--- src/rtl/gddr_pkg.sv ---
package gddr_pkg;
  localparam int NIB_W = 4;
  localparam logic [7:0] EXT_CODE     = 8'h0F;
  localparam logic [7:0] EXT_ERR_CODE = 8'h1F;

  typedef struct packed {
    logic [NIB_W-1:0] rise_d;
    logic [NIB_W-1:0] fall_d;
    logic             rise_ctl;
    logic             fall_ctl;
  } ddr_word_t;
endpackage

--- src/rtl/txc_capture.sv ---
module txc_capture #(
  parameter int W = 8
) (
  input  logic         clk_i,
  input  logic         rst_ni,
  input  logic [W-1:0] d_i,
  output logic [W-1:0] q_o
);
  always_ff @(posedge clk_i or negedge rst_ni) begin
    if (!rst_ni) q_o <= '0;
    else         q_o <= d_i;
  end
endmodule

--- src/rtl/byte_word_enc.sv ---
module byte_word_enc
  import gddr_pkg::*;
#(
  parameter int DATA_W = 2*NIB_W
) (
  input  logic [DATA_W-1:0] data_i,
  input  logic              en_i,
  input  logic              er_i,
  output ddr_word_t         word_o,
  output logic              rsvd_o
);
  localparam int HALF = DATA_W/2;

  logic is_ext;
  assign is_ext = (data_i == EXT_CODE) || (data_i == EXT_ERR_CODE);

  always_comb begin
    word_o = '0;
    rsvd_o = 1'b0;
    unique case ({en_i, er_i})
      2'b00: begin
        word_o.rise_d = data_i[HALF-1:0];
        word_o.fall_d = data_i[DATA_W-1:HALF];
      end
      2'b10: begin
        word_o = '{data_i[HALF-1:0], data_i[DATA_W-1:HALF], 1'b1, 1'b1};
      end
      2'b11: begin
        word_o = '{data_i[HALF-1:0], data_i[DATA_W-1:HALF], 1'b1, 1'b0};
      end
      default: begin
        if (is_ext) word_o = '{data_i[HALF-1:0], data_i[DATA_W-1:HALF], 1'b0, 1'b1};
        else        rsvd_o = 1'b1;  // reserved: lines stay idle
      end
    endcase
  end
endmodule

--- src/rtl/code_word_map.sv ---
module code_word_map
  import gddr_pkg::*;
#(
  parameter int CODE_W = 2*(NIB_W+1)
) (
  input  logic [CODE_W-1:0] code_i,
  output ddr_word_t         word_o
);
  localparam int HALF = CODE_W/2;

  // each half: low bits on data lines, top bit on control
  assign word_o.rise_d   = code_i[HALF-2:0];
  assign word_o.rise_ctl = code_i[HALF-1];
  assign word_o.fall_d   = code_i[CODE_W-2:HALF];
  assign word_o.fall_ctl = code_i[CODE_W-1];
endmodule

--- src/rtl/gmii_ddr_tx_enc.sv ---
module gmii_ddr_tx_enc
  import gddr_pkg::*;
#(
  parameter int DATA_W = 2*NIB_W,
  parameter int CODE_W = 2*(NIB_W+1)
) (
  input  logic              clk_i,
  input  logic              rst_ni,
  input  logic              tbi_mode_i,
  input  logic [DATA_W-1:0] txd_i,
  input  logic              tx_en_i,
  input  logic              tx_er_i,
  input  logic [CODE_W-1:0] code_i,
  output logic [NIB_W-1:0]  rise_d_o,
  output logic [NIB_W-1:0]  fall_d_o,
  output logic              rise_ctl_o,
  output logic              fall_ctl_o,
  output logic              rsvd_o
);
  localparam int CAP_W = 3 + DATA_W + CODE_W;

  logic [CAP_W-1:0]  cap_q;
  logic              mode_q, en_q, er_q;
  logic [DATA_W-1:0] data_q;
  logic [CODE_W-1:0] code_q;

  txc_capture #(.W(CAP_W)) u_cap (
    .clk_i (clk_i),
    .rst_ni(rst_ni),
    .d_i   ({tbi_mode_i, tx_en_i, tx_er_i, txd_i, code_i}),
    .q_o   (cap_q)
  );
  assign {mode_q, en_q, er_q, data_q, code_q} = cap_q;

  ddr_word_t byte_w, code_w, sel_w, out_q;
  logic      byte_rsvd, rsvd_q;

  byte_word_enc #(.DATA_W(DATA_W)) u_byte (
    .data_i(data_q),
    .en_i  (en_q),
    .er_i  (er_q),
    .word_o(byte_w),
    .rsvd_o(byte_rsvd)
  );

  code_word_map #(.CODE_W(CODE_W)) u_code (
    .code_i(code_q),
    .word_o(code_w)
  );

  assign sel_w = mode_q ? code_w : byte_w;

  always_ff @(posedge clk_i or negedge rst_ni) begin
    if (!rst_ni) begin
      out_q  <= '0;
      rsvd_q <= 1'b0;
    end else begin
      out_q  <= sel_w;
      rsvd_q <= byte_rsvd & ~mode_q;
    end
  end

  assign rise_d_o   = out_q.rise_d;
  assign fall_d_o   = out_q.fall_d;
  assign rise_ctl_o = out_q.rise_ctl;
  assign fall_ctl_o = out_q.fall_ctl;
  assign rsvd_o     = rsvd_q;

  assert_ctl_rise_R2: assert property (@(posedge clk_i) disable iff (!rst_ni)
    (!$past(mode_q) && !rsvd_o) |-> (rise_ctl_o == $past(en_q)));

  assert_ctl_fall_R3: assert property (@(posedge clk_i) disable iff (!rst_ni)
    (!$past(mode_q) && !rsvd_o) |-> (fall_ctl_o == ($past(en_q) ^ $past(er_q))));

  assert_rsvd_idle_R7: assert property (@(posedge clk_i) disable iff (!rst_ni)
    rsvd_o |-> (!rise_ctl_o && !fall_ctl_o && rise_d_o == '0 && fall_d_o == '0));

  assert_rsvd_only_byte_R8: assert property (@(posedge clk_i) disable iff (!rst_ni)
    $past(mode_q) |-> !rsvd_o);

  assert_mode_at_idle_R11: assert property (@(posedge clk_i) disable iff (!rst_ni)
    (mode_q != $past(mode_q)) |-> (!en_q && !$past(en_q)));
endmodule

--- config.mk ---
export PLATFORM = sky130hd
export DESIGN_NAME = gmii_ddr_tx_enc
export DESIGN_NICKNAME = d
export VERILOG_FILES = /design/src/rtl/gddr_pkg.sv /design/src/rtl/txc_capture.sv /design/src/rtl/byte_word_enc.sv /design/src/rtl/code_word_map.sv /design/src/rtl/gmii_ddr_tx_enc.sv
export SDC_FILE = /design/constraint.sdc
export NUM_CORES = 1
export LEC_CHECK = 0
export ABC_CLOCK_PERIOD_IN_PS = 1570
export CORE_ASPECT_RATIO = 1.25
export CORE_UTILIZATION = 45
export DETAILED_ROUTE_END_ITERATION = 16
export DONT_BUFFER_PORTS = 1
export PLACE_DENSITY_LB_ADDON = 0.1
export SLEW_MARGIN = 20
export SYNTH_ARGS = -nofsm -noshare
export SYNTH_HDL_FRONTEND = slang
export SYNTH_HIERARCHICAL = 1
export SYNTH_SLANG_ARGS = --single-unit
--- constraint.sdc ---
create_clock -name clk_i -period 1.57 [get_ports clk_i]
set_clock_uncertainty 0.2 [all_clocks]
set_input_delay 0.157 -clock clk_i [delete_from_list [all_inputs] [get_ports clk_i]]
set_output_delay 0.157 -clock clk_i [all_outputs]
set_load 0.01 [all_outputs]
==> reports/results.txt, run 1 <==
Synth Area in XOR/XNOR -> 0%
VDD IR max -> 779 µV
Pre-antenna DRT Iters -> 2
Die Span Y -> 59.6 µm
cell count after synthesis -> 74
DRC -> 0
total of max-cap violations -> 0
critical-path cell list -> nand2b_2, a41oi_1, nor2b_1, mux2_4
CP Capture Type -> flip-flop
Inst Count DP -> 96
GRT Util Overall -> 15.5%
Hold/Removal Path Class -> in2async
Synth top area share -> 66.9%
CTS tree -> done
Layout Cells excl Fill -> 127
RR Endpoint -> rise_d_o[0]
syn_area_per_cell -> 16.2 µm²
nets -> 116
largest net degree at the start of global routing -> 33
Post-Synth Adder-Cell Area -> 0%
PwrDens -> 1040 nW/µm²
antenna violations before repair -> 0
vias in the first global route -> 617
Final TNS setup -> 0 ns
first-pass GRT wire length -> 2750 µm
IO Port Bufs -> 0
post-synth top area cell -> dfrtp_1
Fin. Hold Viols -> 0
Worst Path Required -> 1.58 ns
H-tree depth -> 2
slowest CP cell -> dfrtp_1
syn_nets -> 97
Post-DP Area -> 1160 µm²
vias per cell -> 4.71
status -> finished, final reports clean
Initial Utilization -> 48.3%
global route total overflow -> 0
ranking of synthesized cells by area -> dfrtp_1 (67%), mux2_4 (11%), buf_4 (6.3%), nor4b_4 (2.0%), a21o_1 (1.9%)
mux contribution to synthesized area -> 12.2%
Synth Area in Compound Gates -> 3.97%
CTS buffer count -> 5
RSZ-0062 raised after global routing -> false
Chip Width -> 48.1 µm
cell count of the worst reg-to-reg path -> 4
post-synthesis sequential area ratio -> 66.9%
crit path max fanout -> 9
post-synthesis register bit count -> 32
Slew headroom -> 76.3%
Static Leak -> 0.678 nW
# clock sinks -> 32
clk buf depth -> 2
Yosys cell types -> 20
drt total wl -> 1760 µm
Reg-to-Reg Start -> u_cap/q_o[19]
Max Freq -> 0.676 GHz
wire per inst -> 13.8 µm
Simple-Gate Fraction of Synth Area -> 8.58%
Slew @ Worst Pin -> 0.353 ns
DRT antenna net count -> 0
clk_lat worst skew -> 0.33 ns
n_diodes -> 0
Ports -> 34
minimum clock period -> 1.48 ns
Synth Warn # -> 6
layout cells sized above 1 -> 27.7%
worst hold margin -> 0.0706 ns
final count of pins violating max slew -> 0
count of final setup violators -> 0
r2r setup slk -> 0.09 ns
routed vias -> 598
Worst-path clk slew -> 0.10 ns
num rows -> 20
die area -> 2870 µm²
Core Area -> 2480 µm²
Root Buffer -> clkbuf_4
Startpoint Class -> flip-flop
CP Data Arrival Time -> 1.49 ns
synth-to-layout area growth -> 22.2%
Detailed Place HPWL -> 1010 µm
Final Cycle Share -> 94.2%
Initial DRC Count -> 2
post-route cell area -> 1460 µm²
main combinational cell family by area after synthesis -> multiplexers
Placer Congestion -> 0.669
slowest cell delay on critical path -> 0.39 ns
critical path class -> reg2reg
Synth Cell Area -> 1200 µm²
-- synth_stat cells, drive strengths merged --
cell	n
a21o	3
a41oi	2
and2	3
and2b	1
buf	12
clkbuf	1
dfrtp	32
inv	1
mux2	10
nand2b	1
nand4	1
nor2	1
nor2b	2
nor3	1
nor4	1
nor4b	1
o21a	1
-- layout by cell type, fill, tap and decap left out, drive strengths merged, types with 2 or more instances in the layout --
cell         netlist  final
a41oi              2      2
mux2              10     10
and2               3      3
dfrtp             32     32
a21o               3      3
clkinv             0      2
dlygate4sd3        0     22
nor2b              2      2
buf               12      3
clkbuf             1      6
-- metal layers --
metal,wire length [µm],GRT usage (%),up-vias
met3,120,9.45,2
met4,19,9.52,0
met5,0,0,-
met2,961,24.1,25
met1,655,15.1,297
li1,-,-,274
-- what timing repair did --
item | in CTS | in global routing
endpoints found under the setup margin | 0 | 3
gates resized for setup | 0 | 1
hold buffers | 23 | 0
hold endpoints to repair | 53 | 0
setup buffers | 0 | 0
-- registers in the layout (all words and copies together) (netlist names) --
name	count
u_cap/q_o	21
fall_d_o	4
rise_d_o	4
fall_ctl_o	1
rise_ctl_o	1
rsvd_o	1
-- how the worst max path moves through the flow --
stage | from | to
after global routing | u_cap/q_o[17] | rise_d_o[3]
final | u_cap/q_o[19] | rise_d_o[0]
after floorplan | u_cap/q_o[19] | rise_d_o[0]
after CTS | u_cap/q_o[19] | rise_d_o[1]
after detailed placement | u_cap/q_o[19] | rise_d_o[0]
after global placement | u_cap/q_o[19] | rise_d_o[0]
-- stage by stage --
| stage | power, mW | utilization, % | setup WS, ns |
|---|---|---|---|
| final | 1.52 | 59.0 | 0.0916 |
| after CTS | 1.54 | 58.9 | 0.0587 |
| after global placement | 0.996 | 46.7 | 0.125 |
| after floorplan | 1.00 | - | 0.0954 |
| after detailed placement | 0.998 | 46.7 | 0.0727 |
| after global routing | 1.60 | 59.0 | 0.0000229 |
-- cell families after synthesis --
logic type             after synthesis
buffers and inverters               14
and+or+nand+nor                     12
DFF                                 32
AOI/OAI and AO/OA                    6
muxes                               10
-- worst max-delay path: cells and delay by family (launching register included) --
family	cells	cell delay, ns
AOI/OAI and AO/OA	1	0.19
DFF	1	0.39
muxes	1	0.26
and+or+nand+nor	2	0.32
-- final cells by class --
| type | count | area [µm²] |
|---|---|---|
| multi-input combinational | 28 | 299 |
| clock buffer | 6 | 51.3 |
| fill | 191 | 1020 |
| clock inverter | 2 | 10.0 |
| inverter | 1 | 3.75 |
| tap | 33 | 41.3 |
| timing repair buffer | 25 | 255 |
| sequential | 32 | 801 |
-- where the power goes --
part	total [mW]	internal [mW]	switching, mW	leakage, nW
logic	0.137	0.0885	0.0480	0.262
registers	0.908	0.873	0.0345	0.378
clock network	0.477	0.213	0.265	0.0380
Power figures use the tool's default switching activity.
==> inputs of run 2 (changes only) <==
Settings changed: RECOVER_POWER from default to 100.
==> run 2 against run 1 <==
Compared with the run above: power down 0.43%; largest power group unchanged; maximum frequency down 1.4%; global-route usage unchanged; critical path type unchanged.
==> reports/results.txt, run 2 (synthesis gave the netlist of run 1 again) <==
final count of pins violating max slew -> 0 (unchanged)
cell family contributing the most delay on the critical path -> flip-flops
first-pass GRT wire length -> 2750 µm (unchanged)
max reg flops -> 21 (unchanged)
minimum clock period -> 1.50 ns (+0.0206 ns)
layout cells sized above 1 -> 26.6% (-1.1 points)
Worst-path clk slew -> 0.10 ns (about the same)
Chip Width -> 48.1 µm (unchanged)
dpl ws -> 0.0727 ns (unchanged)
CTS tree -> done
Core Area -> 2480 µm² (unchanged)
Max Freq -> 0.667 GHz (-1.4%)
Initial DRC Count -> 3 (+1)
Root Buffer -> clkbuf_4
CP Data Arrival Time -> 1.51 ns (+0.02 ns)
global route total overflow -> 0 (unchanged)
n_diodes -> 0 (unchanged)
Final Cycle Share -> 95.5% (+1.3 points)
count of final setup violators -> 0 (unchanged)
Hold Path End -> u_cap/q_o[18]
routed vias -> 607 (+1.5%)
DRT antenna net count -> 0 (unchanged)
Slew headroom -> 49.3% (-27 points)
antenna violations before repair -> 0 (unchanged)
Layout Cells excl Fill -> 127 (unchanged)
wire per inst -> 13.9 µm (+0.23%)
Ports -> 34 (unchanged)
Startpoint Class -> flip-flop
drt total wl -> 1760 µm (+0.23%)
Initial Utilization -> 48.3% (unchanged)
Pre-antenna DRT Iters -> 4 (+2)
critical-path cell list -> nand2b_2, a41oi_1, nor2b_1, mux2_1
nets -> 116 (unchanged)
IO Port Bufs -> 0 (unchanged)
# clock sinks -> 32 (unchanged)
hold path depth -> 1
Slew @ Worst Pin -> 0.761 ns (+0.408 ns)
cell count of the worst reg-to-reg path -> 4 (unchanged)
RR Endpoint -> rise_d_o[0]
commonest non-fill, non-tap cell in the layout -> dfrtp_1
Detailed Place HPWL -> 1010 µm (unchanged)
Worst Path Buf+Inv -> 0 (unchanged)
die area -> 2870 µm² (unchanged)
Worst Path Required -> 1.58 ns (about the same)
Final TNS setup -> 0 ns (unchanged)
slowest CP cell -> dfrtp_1
DRC -> 0 (unchanged)
Die Span Y -> 59.6 µm (unchanged)
setup slack after layout -> 0.0710 ns (-0.0206 ns)
slowest cell delay on critical path -> 0.39 ns (about the same)
CP Capture Type -> flip-flop
status -> finished, final reports clean
num rows -> 20 (unchanged)
Reg-to-Reg Start -> u_cap/q_o[19]
total of max-cap violations -> 0 (unchanged)
VDD IR max -> 778 µV (about the same)
GRT Util Overall -> 15.5% (unchanged)
setup bufs post-CTS -> 0 (unchanged)
most frequent cells in the layout -> dfrtp_1 (32), dlygate4sd3_1 (22), mux2_4 (8)
clk buf depth -> 2 (unchanged)
clk_lat worst skew -> 0.33 ns (about the same)
# fillers -> 193 (+1.0%)
PwrDens -> 1050 nW/µm² (+0.87%)
Fin. Hold Viols -> 0 (unchanged)
RSZ-0062 raised after global routing -> false
synth-to-layout area growth -> 20.6%
Placer Congestion -> 0.669 (unchanged)
vias in the first global route -> 617 (unchanged)
Hold/Removal Path Class -> in2reg
Largest Register -> u_cap/q_o
Inst Count DP -> 96 (unchanged)
r2r setup slk -> 0.07 ns (-0.02 ns)
vias per cell -> 4.78 (+1.5%)
H-tree depth -> 2 (unchanged)
largest net degree at the start of global routing -> 33 (unchanged)
CTS buffer count -> 5 (unchanged)
critical path class -> reg2reg
crit path max fanout -> 9 (unchanged)
HP Start -> tx_er_i
Static Leak -> 0.669 nW (-1.3%)
==> run 2: cell count changes in the layout (fill, tap and decap cells not counted), sizes merged <==
cell | before | now
buf | 3 | 2
clkbuf | 6 | 7
==> run 2: worst max-delay path by stage <==
stage / from / endpoint / slack [ns] / depth (start not counted)
after floorplan: u_cap/q_o[19] / rise_d_o[0] / 0.1 / 5
after global placement: u_cap/q_o[19] / rise_d_o[0] / 0.13 / 4
after detailed placement: u_cap/q_o[19] / rise_d_o[0] / 0.07 / 4
after CTS: u_cap/q_o[19] / rise_d_o[1] / 0.06 / 4
after global routing: u_cap/q_o[17] / rise_d_o[3] / 0.00002 / 4
final: u_cap/q_o[19] / rise_d_o[0] / 0.07 / 4
==> run 2: layout make-up <==
cell class,count,area (µm²),area share [%]
clock buffers,6,51.3,3.56
well taps,33,41.3,2.86
multi-input cells,28,295,20.5
clock inverters,2,10.0,0.694
repair buffers,25,240,16.7
flip-flops and latches,32,801,55.5
inverters,1,3.75,0.260
==> run 2: metal layers <==
layer  up-vias  GRT usage, %  part of all wire, %
li1        275             -                    -
met1       300          15.1                   37
met2        27          24.1                   54
met3         5          9.45                  6.8
met4         0          9.52                  2.7
met5         -             0                    0
==> run 2: power breakdown <==
group          leakage [nW]  total [mW]  switching, mW  internal (mW)
sequential            0.378       0.908         0.0346          0.873
clock                0.0380       0.478          0.265          0.213
combinational         0.253       0.129         0.0470         0.0823
total                 0.669        1.51          0.347           1.17
==> run 2: stage by stage <==
stage	hold WS (ns)	cell area [µm²]	util [%]	power, mW
after floorplan	-0.339	1200	-	1.00
after global placement	-0.338	1160	46.7	0.996
after detailed placement	-0.338	1160	46.7	0.998
after CTS	0.0522	1460	58.9	1.54
after global routing	0.150	1440	58.2	1.59
final	0.169	1440	58.2	1.52
==> run 2: repair_timing <==
action | in CTS | in global routing
setup endpoints to repair | 0 | 3
endpoints found under the hold margin | 53 | 0
hold buffers | 23 | 0
resized for setup | 0 | 1
==> inputs of run 3 (changes only) <==
Settings changed: SYNTH_HIERARCHICAL 1 to default.
==> run 3 against run 2 <==
Compared with the run above: die area fell by 13%; highest routed layer unchanged; area after synthesis shrank 14%; clock power fell by 3%.
==> reports/results.txt, run 3 <==
status -> finished, final reports clean
Yosys cell types -> 16 (-20%)
CTS tree -> done
count leader, synth -> dfrtp_1
Clock power frac -> 31.4% (-0.2 points)
cell count after synthesis -> 68 (-8.1%)
IO Port Bufs -> 0 (unchanged)
Ports -> 34 (unchanged)
most frequent cells in the layout -> dfrtp_1 (32), dlygate4sd3_1 (22), a21oi_1 (10)
Pint -> 1.15 mW (-1.4%)
Worst-path clk slew -> 0.09 ns (about the same)
synth-to-layout area growth -> 30.3%
power share of the combinational group -> 6.8% (-1.7 points)
Flop pwr share -> 61.8% (+1.9 points)
n_diodes -> 0 (unchanged)
Pre-antenna DRT Iters -> 2 (-2)
max reg flops -> 21 (unchanged)
clk_lat worst skew -> 0.32 ns (about the same)
Final TNS setup -> 0 ns (unchanged)
Synth Warn # -> 0 (-6)
Hold/Removal Path Class -> in2reg
slowest cell delay on critical path -> 0.41 ns (+0.02 ns)
CP Data Arrival Time -> 1.39 ns (-0.12 ns)
syn_area_per_cell -> 15.2 µm² (-6.0%)
nets -> 120 (+3.4%)
Root Buffer -> clkbuf_4
CP Capture Type -> flip-flop
layout cells sized above 1 -> 10.2% (-16 points)
vias per cell -> 4.81 (+0.72%)
drt total wl -> 1620 µm (-7.8%)
Core Area -> 2190 µm² (-12%)
CP Launch Point -> u_cap.q_o[19]
r2r setup slk -> 0.18 ns (+0.11 ns)
largest net degree at the start of global routing -> 33 (unchanged)
wire per inst -> 12.6 µm (-9.2%)
Synth top area share -> 77.5% (+11 points)
VDD IR max -> 694 µV (-11%)
global route total overflow -> 0 (unchanged)
Startpoint Class -> flip-flop
worst hold margin -> 0.185 ns (+0.0156 ns)
Initial Utilization -> 47.3% (-1.0 points)
Synth Cell Area -> 1030 µm² (-14%)
Detailed Place HPWL -> 967 µm (-4.5%)
post-synthesis register bit count -> 32 (unchanged)
GRT Util Overall -> 16.3% (+0.71 points)
hold_buf cts -> 23 (unchanged)
WP depth -> 3 (-1)
antenna violations before repair -> 0 (unchanged)
first-pass GRT wire length -> 2700 µm (-2.0%)
Slew @ Worst Pin -> 0.764 ns (+0.00378 ns)
setup slack after layout -> 0.182 ns (+0.111 ns)
# clock sinks -> 32 (unchanged)
cell count of the worst reg-to-reg path -> 3 (-1)
routed vias -> 621 (+2.3%)
RSZ-0062 raised after global routing -> false
PostCTS Resize Cnt -> 0 (unchanged)
RR Endpoint -> fall_d_o[0]
PwrDens -> 1090 nW/µm² (+3.9%)
Final Cycle Share -> 88.4% (-7.1 points)
Inst Count DP -> 98 (+2.1%)
Largest Register -> u_cap.q_o
cell family contributing the most delay on the critical path -> flip-flops
Post-synth EDFFs -> 0 (unchanged)
die area -> 2490 µm² (-13%)
crit path max fanout -> 8 (-1)
Sw Pwr -> 0.318 mW (-8.3%)
critical-path cell list -> nand2b_1, a211oi_2, nor2_1
list of most frequent post-synthesis cells -> dfrtp_1 (32), a21oi_1 (10), nand2_1 (6)
ranking of synthesized cells by area -> dfrtp_1 (77%), a21oi_1 (4.8%), nor2b_1 (3.0%), nand4b_4 (2.3%), nand2_1 (2.2%)
Post-synth top flop -> dfrtp_1
Placer Congestion -> 0.690 (+3.1%)
Worst Path Required -> 1.57 ns (about the same)
commonest non-fill, non-tap cell in the layout -> dfrtp_1
critical path class -> reg2reg
DRC -> 0 (unchanged)
DRT antenna net count -> 0 (unchanged)
post-synth top area cell -> dfrtp_1
slowest CP cell -> dfrtp_1
switching share of power -> 21.6% (-1.3 points)
H-tree depth -> 2 (unchanged)
Slew headroom -> 49.0% (-0.25 points)
Chip Width -> 44.9 µm (-6.8%)
Layout Cells excl Fill -> 129 (+1.6%)
minimum clock period -> 1.39 ns (-0.111 ns)
Initial DRC Count -> 1 (-2)
Worst Path Buf+Inv -> 0 (unchanged)
Static Leak -> 0.627 nW (-6.2%)
Die Span Y -> 55.6 µm (-6.8%)
Max Freq -> 0.720 GHz (+8.0%)
post-synthesis sequential area ratio -> 77.5% (+11 points)
Async SR Flop Fraction -> 100% (unchanged)
total of max-cap violations -> 0 (unchanged)
syn_nets -> 91 (-6.2%)
Reg-to-Reg Start -> u_cap.q_o[19]
Fin. Hold Viols -> 0 (unchanged)
setup bufs post-CTS -> 0 (unchanged)
CTS buffer count -> 5 (unchanged)
num rows -> 19 (-5.0%)
dpl ws -> 0.169 ns (+0.0960 ns)
final count of pins violating max slew -> 0 (unchanged)
count of final setup violators -> 0 (unchanged)
Critical Path Sink -> fall_d_o[0]
vias in the first global route -> 613 (-0.65%)
# fillers -> 183 (-5.2%)
Layout Utilization -> 61.6% (+3.3 points)
clk buf depth -> 2 (unchanged)
-- run 3: cell types whose count changed after synthesis, sizes merged, moves of 2 or more --
| cell | previous run | this run |
|---|---|---|
| and2 | 3 | 0 |
| nand2 | 0 | 6 |
| o21ai | 0 | 3 |
| nor2b | 2 | 5 |
| a41oi | 2 | 0 |
| buf | 12 | 3 |
| a21o | 3 | 0 |
| mux2 | 10 | 1 |
| a21oi | 0 | 10 |
-- run 3: power groups by stage --
stage               registers (mW)  logic, mW  clock network [mW]
detailed placement           0.926     0.0429                   0
finish                       0.909     0.0994               0.462
global placement             0.925     0.0430                   0
global route                 0.914      0.114               0.535
CTS                          0.910      0.108               0.491
floorplan                    0.915     0.0422                   0
-- run 3: per-stage QoR --
stage | power (mW) | area (µm²)
2_1_floorplan | 0.957 | 1030
3_3_place_gp | 0.968 | 1070
3_5_place_dp | 0.969 | 1070
4_1_cts | 1.51 | 1370
5_1_grt | 1.56 | 1350
6_report | 1.47 | 1350
-- run 3: worst min-delay path by stage --
stage	start	endpoint	slack [ns]	depth (start not counted)
after detailed placement	rst_ni	fall_d_o[3]	-0.34	0
final	code_i[7]	u_cap.q_o[7]	0.18	1
after floorplan	rst_ni	fall_ctl_o	-0.34	0
after global routing	code_i[3]	u_cap.q_o[3]	0.15	1
after CTS	rst_ni	u_cap.q_o[17]	0.06	2
after global placement	rst_ni	u_cap.q_o[7]	-0.34	0
-- run 3: cell type report --
type / instances / area, µm² / share of cell area, %
flip-flops and latches: 32 / 801 / 59.5
repair buffers: 25 / 236 / 17.6
multi-input cells: 32 / 208 / 15.4
clock buffers: 8 / 58.8 / 4.37
well taps: 31 / 38.8 / 2.88
inverters: 1 / 3.75 / 0.279
-- run 3: worst reg2reg max path, delay by kind of cell (launching register included) --
family	cells	cell delay, ns
AOI/OAI and AO/OA	1	0.31
and+or+nand+nor	2	0.36
DFF	1	0.41
-- run 3: logic make-up (layout without fill, tap and decap cells) --
| logic type | Yosys count | in the layout | share of synthesized area [%] |
|---|---|---|---|
| DFF | 32 | 32 | 77.5 |
| buffers and inverters | 4 | 34 | 2.42 |
| muxes | 2 | 2 | 2.06 |
| and+or+nand+nor | 16 | 16 | 10.5 |
| AOI/OAI and AO/OA | 14 | 14 | 7.51 |
-- run 3: metal layers --
layer  wire length [µm]  GRT usage, %  up-vias
met5                  0             0        -
met4                 49          9.09        0
met3                100          8.77        6
met2                798          23.3       26
met1                675          19.1      306
li1                   -             -      283
